<file path="config.mk">
export PLATFORM = sky130hd
export DESIGN_NAME = gpio_port
export DESIGN_NICKNAME = d
export VERILOG_FILES = /design/src/rtl/gpio_pkg.sv /design/src/rtl/gpio_sync.sv /design/src/rtl/gpio_pin_cell.sv /design/src/rtl/gpio_regbank.sv /design/src/rtl/gpio_port.sv
export SDC_FILE = /design/constraint.sdc
export NUM_CORES = 1
export LEC_CHECK = 0
export ABC_AREA = 1
export ABC_CLOCK_PERIOD_IN_PS = 2250
export BUFFER_PORTS_ARGS = -buffer_cell sky130_fd_sc_hd__buf_2
export CORE_MARGIN = 10
export CORE_UTILIZATION = 40
export DETAILED_ROUTE_END_ITERATION = 7
export MAX_ROUTING_LAYER = met4
export PLACE_DENSITY = 0.67
export REMOVE_ABC_BUFFERS = 1
export SYNTH_ARGS = -nofsm -noshare
export SYNTH_HDL_FRONTEND = slang
export SYNTH_SLANG_ARGS = --single-unit
</file>
<file path="constraint.sdc">
create_clock -name clk -period 2.25 [get_ports clk]
set_input_delay 0.225 -clock clk [delete_from_list [all_inputs] [get_ports clk]]
set_output_delay 0.225 -clock clk [all_outputs]
set_load 0.02 [all_outputs]
</file>
<file path="src/rtl/gpio_pkg.sv">
package gpio_pkg;

    localparam int unsigned REG_ADDR_W = 3;

    typedef enum logic [REG_ADDR_W-1:0] {
        RA_FLAG  = 3'd0,
        RA_IEN   = 3'd1,
        RA_EDGE  = 3'd2,
        RA_OUT   = 3'd3,
        RA_DIR   = 3'd4,
        RA_LEVEL = 3'd5,
        RA_PULL  = 3'd6,
        RA_FUNC  = 3'd7
    } reg_addr_e;

    typedef enum logic {
        BUS_IDLE = 1'b0,
        BUS_RESP = 1'b1
    } bus_state_e;

    typedef enum logic {
        PIN_LOW  = 1'b0,
        PIN_HIGH = 1'b1
    } pin_state_e;

endpackage

</file>
<file path="src/rtl/gpio_sync.sv">
module gpio_sync #(
    parameter int unsigned WIDTH  = 8,
    parameter int unsigned STAGES = 2
) (
    input  logic             clk,
    input  logic             rst_n,
    input  logic [WIDTH-1:0] d_async,
    output logic [WIDTH-1:0] q_sync
);

    logic [WIDTH-1:0] stage_q [STAGES];

    always_ff @(posedge clk or negedge rst_n) begin
        if (!rst_n) begin
            for (int i = 0; i < STAGES; i++) stage_q[i] <= '0;
        end else begin
            stage_q[0] <= d_async;
            for (int i = 1; i < STAGES; i++) stage_q[i] <= stage_q[i-1];
        end
    end

    assign q_sync = stage_q[STAGES-1];

endmodule

</file>
<file path="src/rtl/gpio_pin_cell.sv">
module gpio_pin_cell
    import gpio_pkg::*;
(
    input  logic clk,
    input  logic rst_n,
    input  logic level_s,
    input  logic func_sel,
    input  logic dir_out,
    input  logic out_val,
    input  logic pull_on,
    input  logic edge_fall,
    input  logic alt_d,
    input  logic alt_en,
    input  logic flag_wr,
    input  logic flag_wdata,
    output logic pin_d,
    output logic pin_en,
    output logic pull_en,
    output logic pull_up,
    output logic flag
);

    pin_state_e state_q, state_d;
    logic       hit;
    logic       flag_q;

    // level tracker: state register
    always_ff @(posedge clk or negedge rst_n) begin
        if (!rst_n) state_q <= PIN_LOW;
        else        state_q <= state_d;
    end

    // level tracker: next state and transition detection
    always_comb begin
        state_d = state_q;
        hit     = 1'b0;
        unique case (state_q)
            PIN_LOW: begin
                if (level_s) begin
                    state_d = PIN_HIGH;
                    hit     = !edge_fall;
                end
            end
            PIN_HIGH: begin
                if (!level_s) begin
                    state_d = PIN_LOW;
                    hit     = edge_fall;
                end
            end
            default: begin
                state_d = PIN_LOW;
                hit     = 1'b0;
            end
        endcase
    end

    // sticky flag; a detected edge wins over a clearing write
    always_ff @(posedge clk or negedge rst_n) begin
        if (!rst_n)       flag_q <= 1'b0;
        else if (flag_wr) flag_q <= flag_wdata | hit;
        else              flag_q <= flag_q | hit;
    end

    assign flag = flag_q;

    // pad mux
    always_comb begin
        pin_d   = func_sel ? alt_d  : out_val;
        pin_en  = func_sel ? alt_en : dir_out;
        pull_en = pull_on & ~pin_en;
        pull_up = pull_en & out_val;
    end

endmodule

</file>
<file path="src/rtl/gpio_regbank.sv">
module gpio_regbank
    import gpio_pkg::*;
#(
    parameter int unsigned WIDTH = 8
) (
    input  logic                  clk,
    input  logic                  rst_n,
    input  logic                  bus_sel,
    input  logic                  bus_wr,
    input  logic [REG_ADDR_W-1:0] bus_addr,
    input  logic [WIDTH-1:0]      bus_wdata,
    output logic [WIDTH-1:0]      bus_rdata,
    output logic                  bus_rvalid,
    input  logic [WIDTH-1:0]      flag_vec,
    input  logic [WIDTH-1:0]      level_vec,
    output logic                  flag_wr,
    output logic [WIDTH-1:0]      ien_q,
    output logic [WIDTH-1:0]      edge_q,
    output logic [WIDTH-1:0]      out_q,
    output logic [WIDTH-1:0]      dir_q,
    output logic [WIDTH-1:0]      pull_q,
    output logic [WIDTH-1:0]      func_q
);

    bus_state_e       state_q, state_d;
    logic             rd_req, wr_req;
    logic [WIDTH-1:0] rd_mux;
    logic [WIDTH-1:0] rdata_q;

    assign rd_req  = bus_sel & ~bus_wr;
    assign wr_req  = bus_sel &  bus_wr;
    assign flag_wr = wr_req && (bus_addr == RA_FLAG);

    // bus state register
    always_ff @(posedge clk or negedge rst_n) begin
        if (!rst_n) state_q <= BUS_IDLE;
        else        state_q <= state_d;
    end

    // bus next state
    always_comb begin
        state_d = state_q;
        unique case (state_q)
            BUS_IDLE: if (rd_req) state_d = BUS_RESP;
            BUS_RESP: state_d = rd_req ? BUS_RESP : BUS_IDLE;
            default:  state_d = BUS_IDLE;
        endcase
    end

    // bus outputs
    always_comb begin
        bus_rvalid = (state_q == BUS_RESP);
        bus_rdata  = rdata_q;
    end

    // configuration registers
    always_ff @(posedge clk or negedge rst_n) begin
        if (!rst_n) begin
            ien_q  <= '0;
            edge_q <= '0;
            out_q  <= '0;
            dir_q  <= '0;
            pull_q <= '0;
            func_q <= '0;
        end else if (wr_req) begin
            case (bus_addr)
                RA_IEN:  ien_q  <= bus_wdata;
                RA_EDGE: edge_q <= bus_wdata;
                RA_OUT:  out_q  <= bus_wdata;
                RA_DIR:  dir_q  <= bus_wdata;
                RA_PULL: pull_q <= bus_wdata;
                RA_FUNC: func_q <= bus_wdata;
                default: ;
            endcase
        end
    end

    // read mux
    always_comb begin
        case (bus_addr)
            RA_FLAG:  rd_mux = flag_vec;
            RA_IEN:   rd_mux = ien_q;
            RA_EDGE:  rd_mux = edge_q;
            RA_OUT:   rd_mux = out_q;
            RA_DIR:   rd_mux = dir_q;
            RA_LEVEL: rd_mux = level_vec;
            RA_PULL:  rd_mux = pull_q;
            RA_FUNC:  rd_mux = func_q;
            default:  rd_mux = '0;
        endcase
    end

    always_ff @(posedge clk or negedge rst_n) begin
        if (!rst_n)      rdata_q <= '0;
        else if (rd_req) rdata_q <= rd_mux;
    end

endmodule

</file>
<file path="src/rtl/gpio_port.sv">
module gpio_port
    import gpio_pkg::*;
#(
    parameter int unsigned WIDTH       = 8,
    parameter int unsigned SYNC_STAGES = 2
) (
    input  logic                  clk,
    input  logic                  rst_n,
    input  logic                  bus_sel,
    input  logic                  bus_wr,
    input  logic [REG_ADDR_W-1:0] bus_addr,
    input  logic [WIDTH-1:0]      bus_wdata,
    output logic [WIDTH-1:0]      bus_rdata,
    output logic                  bus_rvalid,
    input  logic [WIDTH-1:0]      pad_in,
    output logic [WIDTH-1:0]      pad_out,
    output logic [WIDTH-1:0]      pad_oe,
    output logic [WIDTH-1:0]      pad_pull_en,
    output logic [WIDTH-1:0]      pad_pull_up,
    input  logic [WIDTH-1:0]      alt_out,
    input  logic [WIDTH-1:0]      alt_oe,
    output logic                  irq
);

    logic [WIDTH-1:0] level_s;
    logic [WIDTH-1:0] flag_vec;
    logic             flag_wr;
    logic [WIDTH-1:0] ien_q, edge_q, out_q, dir_q, pull_q, func_q;

    gpio_sync #(
        .WIDTH  (WIDTH),
        .STAGES (SYNC_STAGES)
    ) sync_i (
        .clk     (clk),
        .rst_n   (rst_n),
        .d_async (pad_in),
        .q_sync  (level_s)
    );

    gpio_regbank #(
        .WIDTH (WIDTH)
    ) regs_i (
        .clk        (clk),
        .rst_n      (rst_n),
        .bus_sel    (bus_sel),
        .bus_wr     (bus_wr),
        .bus_addr   (bus_addr),
        .bus_wdata  (bus_wdata),
        .bus_rdata  (bus_rdata),
        .bus_rvalid (bus_rvalid),
        .flag_vec   (flag_vec),
        .level_vec  (level_s),
        .flag_wr    (flag_wr),
        .ien_q      (ien_q),
        .edge_q     (edge_q),
        .out_q      (out_q),
        .dir_q      (dir_q),
        .pull_q     (pull_q),
        .func_q     (func_q)
    );

    for (genvar p = 0; p < WIDTH; p++) begin : g_pin
        gpio_pin_cell cell_i (
            .clk        (clk),
            .rst_n      (rst_n),
            .level_s    (level_s[p]),
            .func_sel   (func_q[p]),
            .dir_out    (dir_q[p]),
            .out_val    (out_q[p]),
            .pull_on    (pull_q[p]),
            .edge_fall  (edge_q[p]),
            .alt_d      (alt_out[p]),
            .alt_en     (alt_oe[p]),
            .flag_wr    (flag_wr),
            .flag_wdata (bus_wdata[p]),
            .pin_d      (pad_out[p]),
            .pin_en     (pad_oe[p]),
            .pull_en    (pad_pull_en[p]),
            .pull_up    (pad_pull_up[p]),
            .flag       (flag_vec[p])
        );
    end

    assign irq = |(flag_vec & ien_q);

endmodule

</file>
==> results of run 1 <==
worst paths after layout:
| kind | start | to | slack [ns] | cells past startpoint |
|---|---|---|---|---|
| worst max-delay path | regs_i.ien_q[3]$_DFFE_PN0P_ | irq | 0.63 | 5 |
| worst min-delay path | bus_wdata[5] | regs_i.func_q[5]$_DFFE_PN0P_ | 0.12 | 3 |
| worst max register to register | sync_i.q_sync[7]$_DFF_PN0_ | regs_i.bus_rdata[7]$_DFFE_PN0P_ | 1.17 | 6 |
| worst min register to register | sync_i.stage_q[9]$_DFF_PN0_ | sync_i.q_sync[1]$_DFF_PN0_ | 0.35 | 0 |
| max in group asynchronous | rst_n | sync_i.stage_q[10]$_DFF_PN0_ | 1.17 | 3 |
| min in group asynchronous | rst_n | g_pin[6].cell_i.flag$_DFF_PN0_ | 0.44 | 2 |
worst max-delay path, cell delays in order (launching register included):
cell and delay [ns]:
dfrtp_1 0.41, nand2_1 0.07, nand2_1 0.07, a221oi_1 0.22, nand2_1 0.11, buf_2 0.18
kinds of logic (layout without fill, tap and decap cells):
| logic type | count (synthesis) | after routing | synth area share [%] |
|---|---|---|---|
| and+or+nand+nor | 277 | 277 | 27.91 |
| AOI/OAI and AO/OA | 87 | 87 | 10.04 |
| buffers and inverters | 112 | 167 | 13.24 |
| DFF | 89 | 89 | 48.81 |
layout make-up:
| cell class | count | area, µm² |
|---|---|---|
| clock buffers | 10 | 229.0 |
| well taps | 140 | 175.2 |
| inverters | 55 | 211.5 |
| clock inverters | 6 | 43.79 |
| repair buffers | 96 | 558.0 |
| multi-input cells | 364 | 1732 |
| flip-flops and latches | 89 | 2227 |
| fillers | 1040 | 5807 |
registers in the layout, summed over array words and instances, names as in the netlist:
signal	flops
g_pin.cell_i.flag	8
g_pin.cell_i.state_q	8
regs_i.bus_rdata	8
regs_i.bus_rvalid	1
regs_i.dir_q	8
regs_i.edge_q	8
regs_i.func_q	8
regs_i.ien_q	8
regs_i.out_q	8
regs_i.pull_q	8
sync_i.q_sync	8
sync_i.stage_q	8
metrics by stage:
step,power [W],area (µm²)
final,0.004470,5176
after global routing,0.004754,5176
after CTS,0.004529,5176
after detailed placement,0.003132,4813
after global placement,0.003098,4813
after floorplan,0.002686,4170
metal layers:
metal,global-route usage [%],vias to the layer above
li1,-,1925
met1,16.66,1800
met2,23.88,129
met3,4.373,18
met4,5.559,0
met5,-,-
power breakdown:
group	total [W]	internal, W	switching, W
Clock	0.00137	0.000752	0.000617
Combinational	0.00103	0.000355	0.000679
Sequential	0.00207	0.00185	0.000220
layout by cell type (no fill, tap or decap), drive strengths merged:
cell type and instances:
a221oi 2, clkinv 4, o21ai 74, nor3 8
clkinvlp 1, dlygate4sd3 9, nand2 169, nor2 38
inv 56, nand3 9, nor4 2, nand4 51
dfrtp 89, a21oi 8, clkbuf 10, buf 87
o211ai 3
==> out/metrics.cfg, run 1 <==
[logic_synthesis]
synth_flop_cell=dfrtp_1
netlist_top_cells_count=nand2_1 (168), dfrtp_1 (89), o21ai_0 (67)
synth_area_leaders=dfrtp_1 (49%), nand2_1 (14%), o21ai_0 (7.3%), nand4_1 (6.6%), buf_4 (5.6%)
netlist_instances=565
avgSynthCellArea_um2=8.076
ys_ff_latch=89
synth_cell_types=26
yosysMostFrequentCell=nand2_1
synth_top_cell_by_area=dfrtp_1
yosysSeqAreaShare_pct=48.81
synth-async-reset-ratio_pct=100.0
yosysTopAreaCellShare_pct=48.81
syn_area_um2=4563
synth_warnings=0
synth_edf_count=0

[power]
peakVddDrop_mv=0.5495
leakagePower_nw=2.695
p_per_area_nw_per_um2=863.5

[global_route]
track_usage_pct=14.66
overflow=0
grt_pass1_vias=3897
grt_pass1_wl_um=18760
grt_max_degree=47
antenna_found_initial=0

[clock_network]
ctsHoldBuffers=9
h-tree-depth=3
clk_pin_slew_ns=0.06
numCtsBuffers=9
post_cts_buffers=0
clock-sinks=89
cts_resized=0
clk_latency_ns=0.34
max-clock-path-buffers=2
cts-root-buf=clkbuf_16
cts_tree=yes

[routing]
final_antenna_net_count=0
met3_length_um=646
vias=3872
wl_met2_um=5595
wl_um=11320
drt-vias-per-instance=5.095
dr.pass1.iters=5
drt_iter0_markers=386
wl_met1_um=4809
wire_per_inst_um=14.89
top_layer=met4
drc=0

[finish]
syn2layout_area_growth_pct=13.44
final_util_pct=47.13
n_antenna_cell=0
nNetsFinal=654
fin_cells=760
drive_gt1_share_pct=19.03

[timing]
setup_slack_ns=0.6279
fmax_mhz=616.5
finalClockSkew_ns=0.003623
worst_pin_slew_ns=0.6147
setup_tns_ns=0
whs_ns=0.1237
final_max_slew_viol_count=0
fin_crit_sh_pct=72.10
fin_crit_ns=1.622
finalHoldViolations=0
rsz0062_at_grt=false
setup_viol=0
max_slew_margin_pct=59.02

[die]
dieArea_um2=16080
start_util_pct=41.55
die_y_um=126.8
num_rows=38
die_w_um=126.8
core_um2=10980
pin_count=81

[status]
status=finished clean

[worst_setup_path]
start_kind=register
crit_type=register to primary output
required_ns=2.03
arrival_ns=1.40
crit_fanout=3
endpoint_kind=primary output

[flow_run]
drv_cap=0

[place]
dp.cells=735
routabilityCongestion=0.8789
dpl_worst_slack_ns=0.6305
portBuffers=80
place_hpwl_um=8320

[min_path]
min_path_type=input port to register

(Power assumes the default switching activity.)
==> run 2, diff against run 1 <==
Settings changed: ABC_CLOCK_PERIOD_IN_PS 2250 to 1300, PLACE_DENSITY 0.67 to 0.7.
Clock period 2.25 ns to 1.3 ns, I/O delays scaled along.
==> run 2 against run 1 <==
  * The run now ends with negative setup slack left
  * Register-to-register slack got worse by 1.1 ns
  * Clock skew rose by 0.0014 ns
  * Sequential share of layout area is 6.1 points lower
  * Via count increased by 8.4%
  * Critical path depth is the same
  * Clock-buffer cell count increased by 2
  * Sequential power grew 75%
  * Largest cell class unchanged
  * Setup slack lost 0.78 ns
  * Routed wire length grew 20%
  * First-iteration DRC count up 7.3%
  * Clock power increased by 110%
  * Utilization increased by 7.9 points
  * Largest power group unchanged
==> out/metrics.cfg, run 2 (synthesis gave the netlist of run 1 again) <==
[status]
status=finished, violations left
violations=negative setup slack

[worst_setup_path]
start_kind=register
arrival_ns=1.33  ; -0.07 ns
r2r.worst_path.cells=8  ; +2
crit_type=register to primary output
required_ns=1.17  ; -0.86 ns
crit_fanout=2  ; -1
rrSetupSlack_ns=0.10  ; -1.07 ns
rr_endpoint=regs_i.bus_rdata[5]$_DFFE_PN0P_
reg2reg_from=regs_i.func_q[5]$_DFFE_PN0P_
endpoint_kind=primary output

[finish]
final_common_cell=nand2_1
syn2layout_area_growth_pct=32.38
nNetsFinal=699  ; +6.9%
stdcell_area_um2=6041  ; +17%
n_antenna_cell=0  ; unchanged
drive_gt1_share_pct=33.83  ; +15 points
nFillCells=989  ; -4.9%
mostFrequentLayoutCells=nand2_1 (142), dfrtp_1 (84), o21ai_0 (59)
final_util_pct=55.00  ; +7.9 points

[clock_network]
h-tree-depth=3  ; unchanged
clk_pin_slew_ns=0.06  ; about the same
cts-root-buf=clkbuf_16
max-clock-path-buffers=2  ; unchanged
numCtsBuffers=9  ; unchanged
clk_latency_ns=0.35  ; about the same
clock-sinks=89  ; unchanged
cts_tree=yes

[place]
place_hpwl_um=9426  ; +13%
portBuffers=80  ; unchanged
routabilityCongestion=0.8993  ; +2.3%
postPlaceCellArea_um2=4986  ; +3.6%

[global_route]
met2_usage_pct=27.92  ; +4.0 points
met3_usage_pct=4.956  ; +0.58 points
grt_pass1_vias=4208  ; +8.0%
grt_max_degree=37  ; -21%
grt_pass1_wl_um=21650  ; +15%
grt_use_met1_pct=19.90  ; +3.2 points
track_usage_pct=17.20  ; +2.5 points
overflow=0  ; unchanged
grt.busiest_layer=met2
antenna_found_initial=0  ; unchanged

[timing]
setup_tns_ns=-1.012  ; -1.012 ns
setup_slack_ns=-0.1568  ; -0.7847 ns
rsz0062_at_grt=true
fin_crit_sh_pct=112.1
worst_pin_slew_ns=0.3467  ; -0.2680 ns
max_slew_margin_pct=76.89  ; +18 points
fmax_mhz=686.4
finalClockSkew_ns=0.004997  ; +0.001374 ns
fin_crit_ns=1.457
final_max_slew_viol_count=0  ; unchanged
setup_viol=21  ; +21
finalHoldViolations=0  ; unchanged

[routing]
vias=4196  ; +8.4%
final_antenna_net_count=0  ; unchanged
wl_um=13580  ; +20%
wire_per_inst_um=16.87  ; +13%
dr.pass1.iters=5  ; unchanged
drt_iter0_markers=414  ; +7.3%
drc=0  ; unchanged
drt-vias-per-instance=5.212  ; +2.3%

[power]
p_per_area_nw_per_um2=1532  ; +77%
pwr-share-comb_pct=30.2  ; +7.1 points
p_switching_w=0.003057  ; +100%
leakagePower_nw=3.026  ; +12%
peakVddDrop_mv=0.8503  ; +55%
power.internal_w=0.006194  ; +110%
p_clk_share_pct=30.6  ; about the same
seqPwrFrac_pct=39.2  ; -7.1 points
switching_share_pct=33.05  ; -0.85 points

[min_path]
min_path_cells=3  ; unchanged
whs_endpoint=regs_i.func_q[5]$_DFFE_PN0P_
hp-start=bus_wdata[5]
min_path_type=input port to register

[die]
num_rows=38  ; unchanged
pin_count=81  ; unchanged
die_w_um=126.8  ; unchanged
start_util_pct=41.55  ; unchanged
dieArea_um2=16080  ; unchanged
core_um2=10980  ; unchanged
die_y_um=126.8  ; unchanged

[flow_run]
drv_cap=0  ; unchanged

[run 2: critical path, cell delays in order (launching register included)]
cell,delay [ns]
dfrtp_1,0.40
nand2_1,0.09
nand2_2,0.07
a221oi_2,0.16
nand2_1,0.11
buf_6,0.15
[run 2: power groups by stage]
stage | registers (W) | logic (W) | clock network, W
final | 0.00363 | 0.00280 | 0.00283
after global routing | 0.00368 | 0.00306 | 0.00301
after CTS | 0.00358 | 0.00231 | 0.00289
after detailed placement | 0.00364 | 0.00186 | 0
after global placement | 0.00364 | 0.00181 | 0
after floorplan | 0.00355 | 0.00110 | 0
[run 2: final cells by class]
| cell class | count | area, µm² | area share, % |
|---|---|---|---|
| clock buffer | 12 | 246.5 | 4.080 |
| clock inverter | 4 | 76.32 | 1.263 |
| inverter | 55 | 211.5 | 3.500 |
| multi-input combinational | 364 | 1962 | 32.48 |
| sequential | 89 | 2233 | 36.97 |
| tap | 140 | 175.2 | 2.900 |
| timing repair buffer | 141 | 1136 | 18.81 |
[run 2: layer usage]
metal	share of wire, %	up-vias
met4	2.2	0
met1	41	2025
met5	0	-
met2	51	122
met3	5.6	28
li1	-	2021
[run 2: worst max-delay path by stage]
stage | start | end | depth (start not counted)
after floorplan | regs_i.func_q[5]$_DFFE_PN0P_ | pad_pull_up[5] | 4
after global placement | bus_addr[2] | g_pin[5].cell_i.flag$_DFF_PN0_ | 7
after detailed placement | bus_addr[2] | g_pin[1].cell_i.flag$_DFF_PN0_ | 7
after CTS | regs_i.ien_q[1]$_DFFE_PN0P_ | irq | 5
after global routing | regs_i.ien_q[4]$_DFFE_PN0P_ | irq | 5
final | regs_i.ien_q[1]$_DFFE_PN0P_ | irq | 5
[run 2: per-stage QoR]
stage / setup slack, ns / hold slack, ns / std cells / power, W
after CTS: -0.1751 / 0.004108 / 796 / 0.008791
after global placement: 0.04234 / 0.04955 / 753 / 0.005444
after floorplan: 0.02366 / -0.1656 / 508 / 0.004648
after detailed placement: 0.02547 / 0.05852 / 753 / 0.005502
final: -0.1568 / 0.02719 / 805 / 0.009252
after global routing: -0.2369 / 0.02932 / 805 / 0.009742
[run 2: what timing repair did]
action | in CTS | in global routing
setup buffers | 18 | 9
setup endpoints to repair | 25 | 33
hold buffers | 9 | 0
endpoints found under the hold margin | 28 | 0
gates resized for setup | 62 | 86
pin swaps | 8 | 17
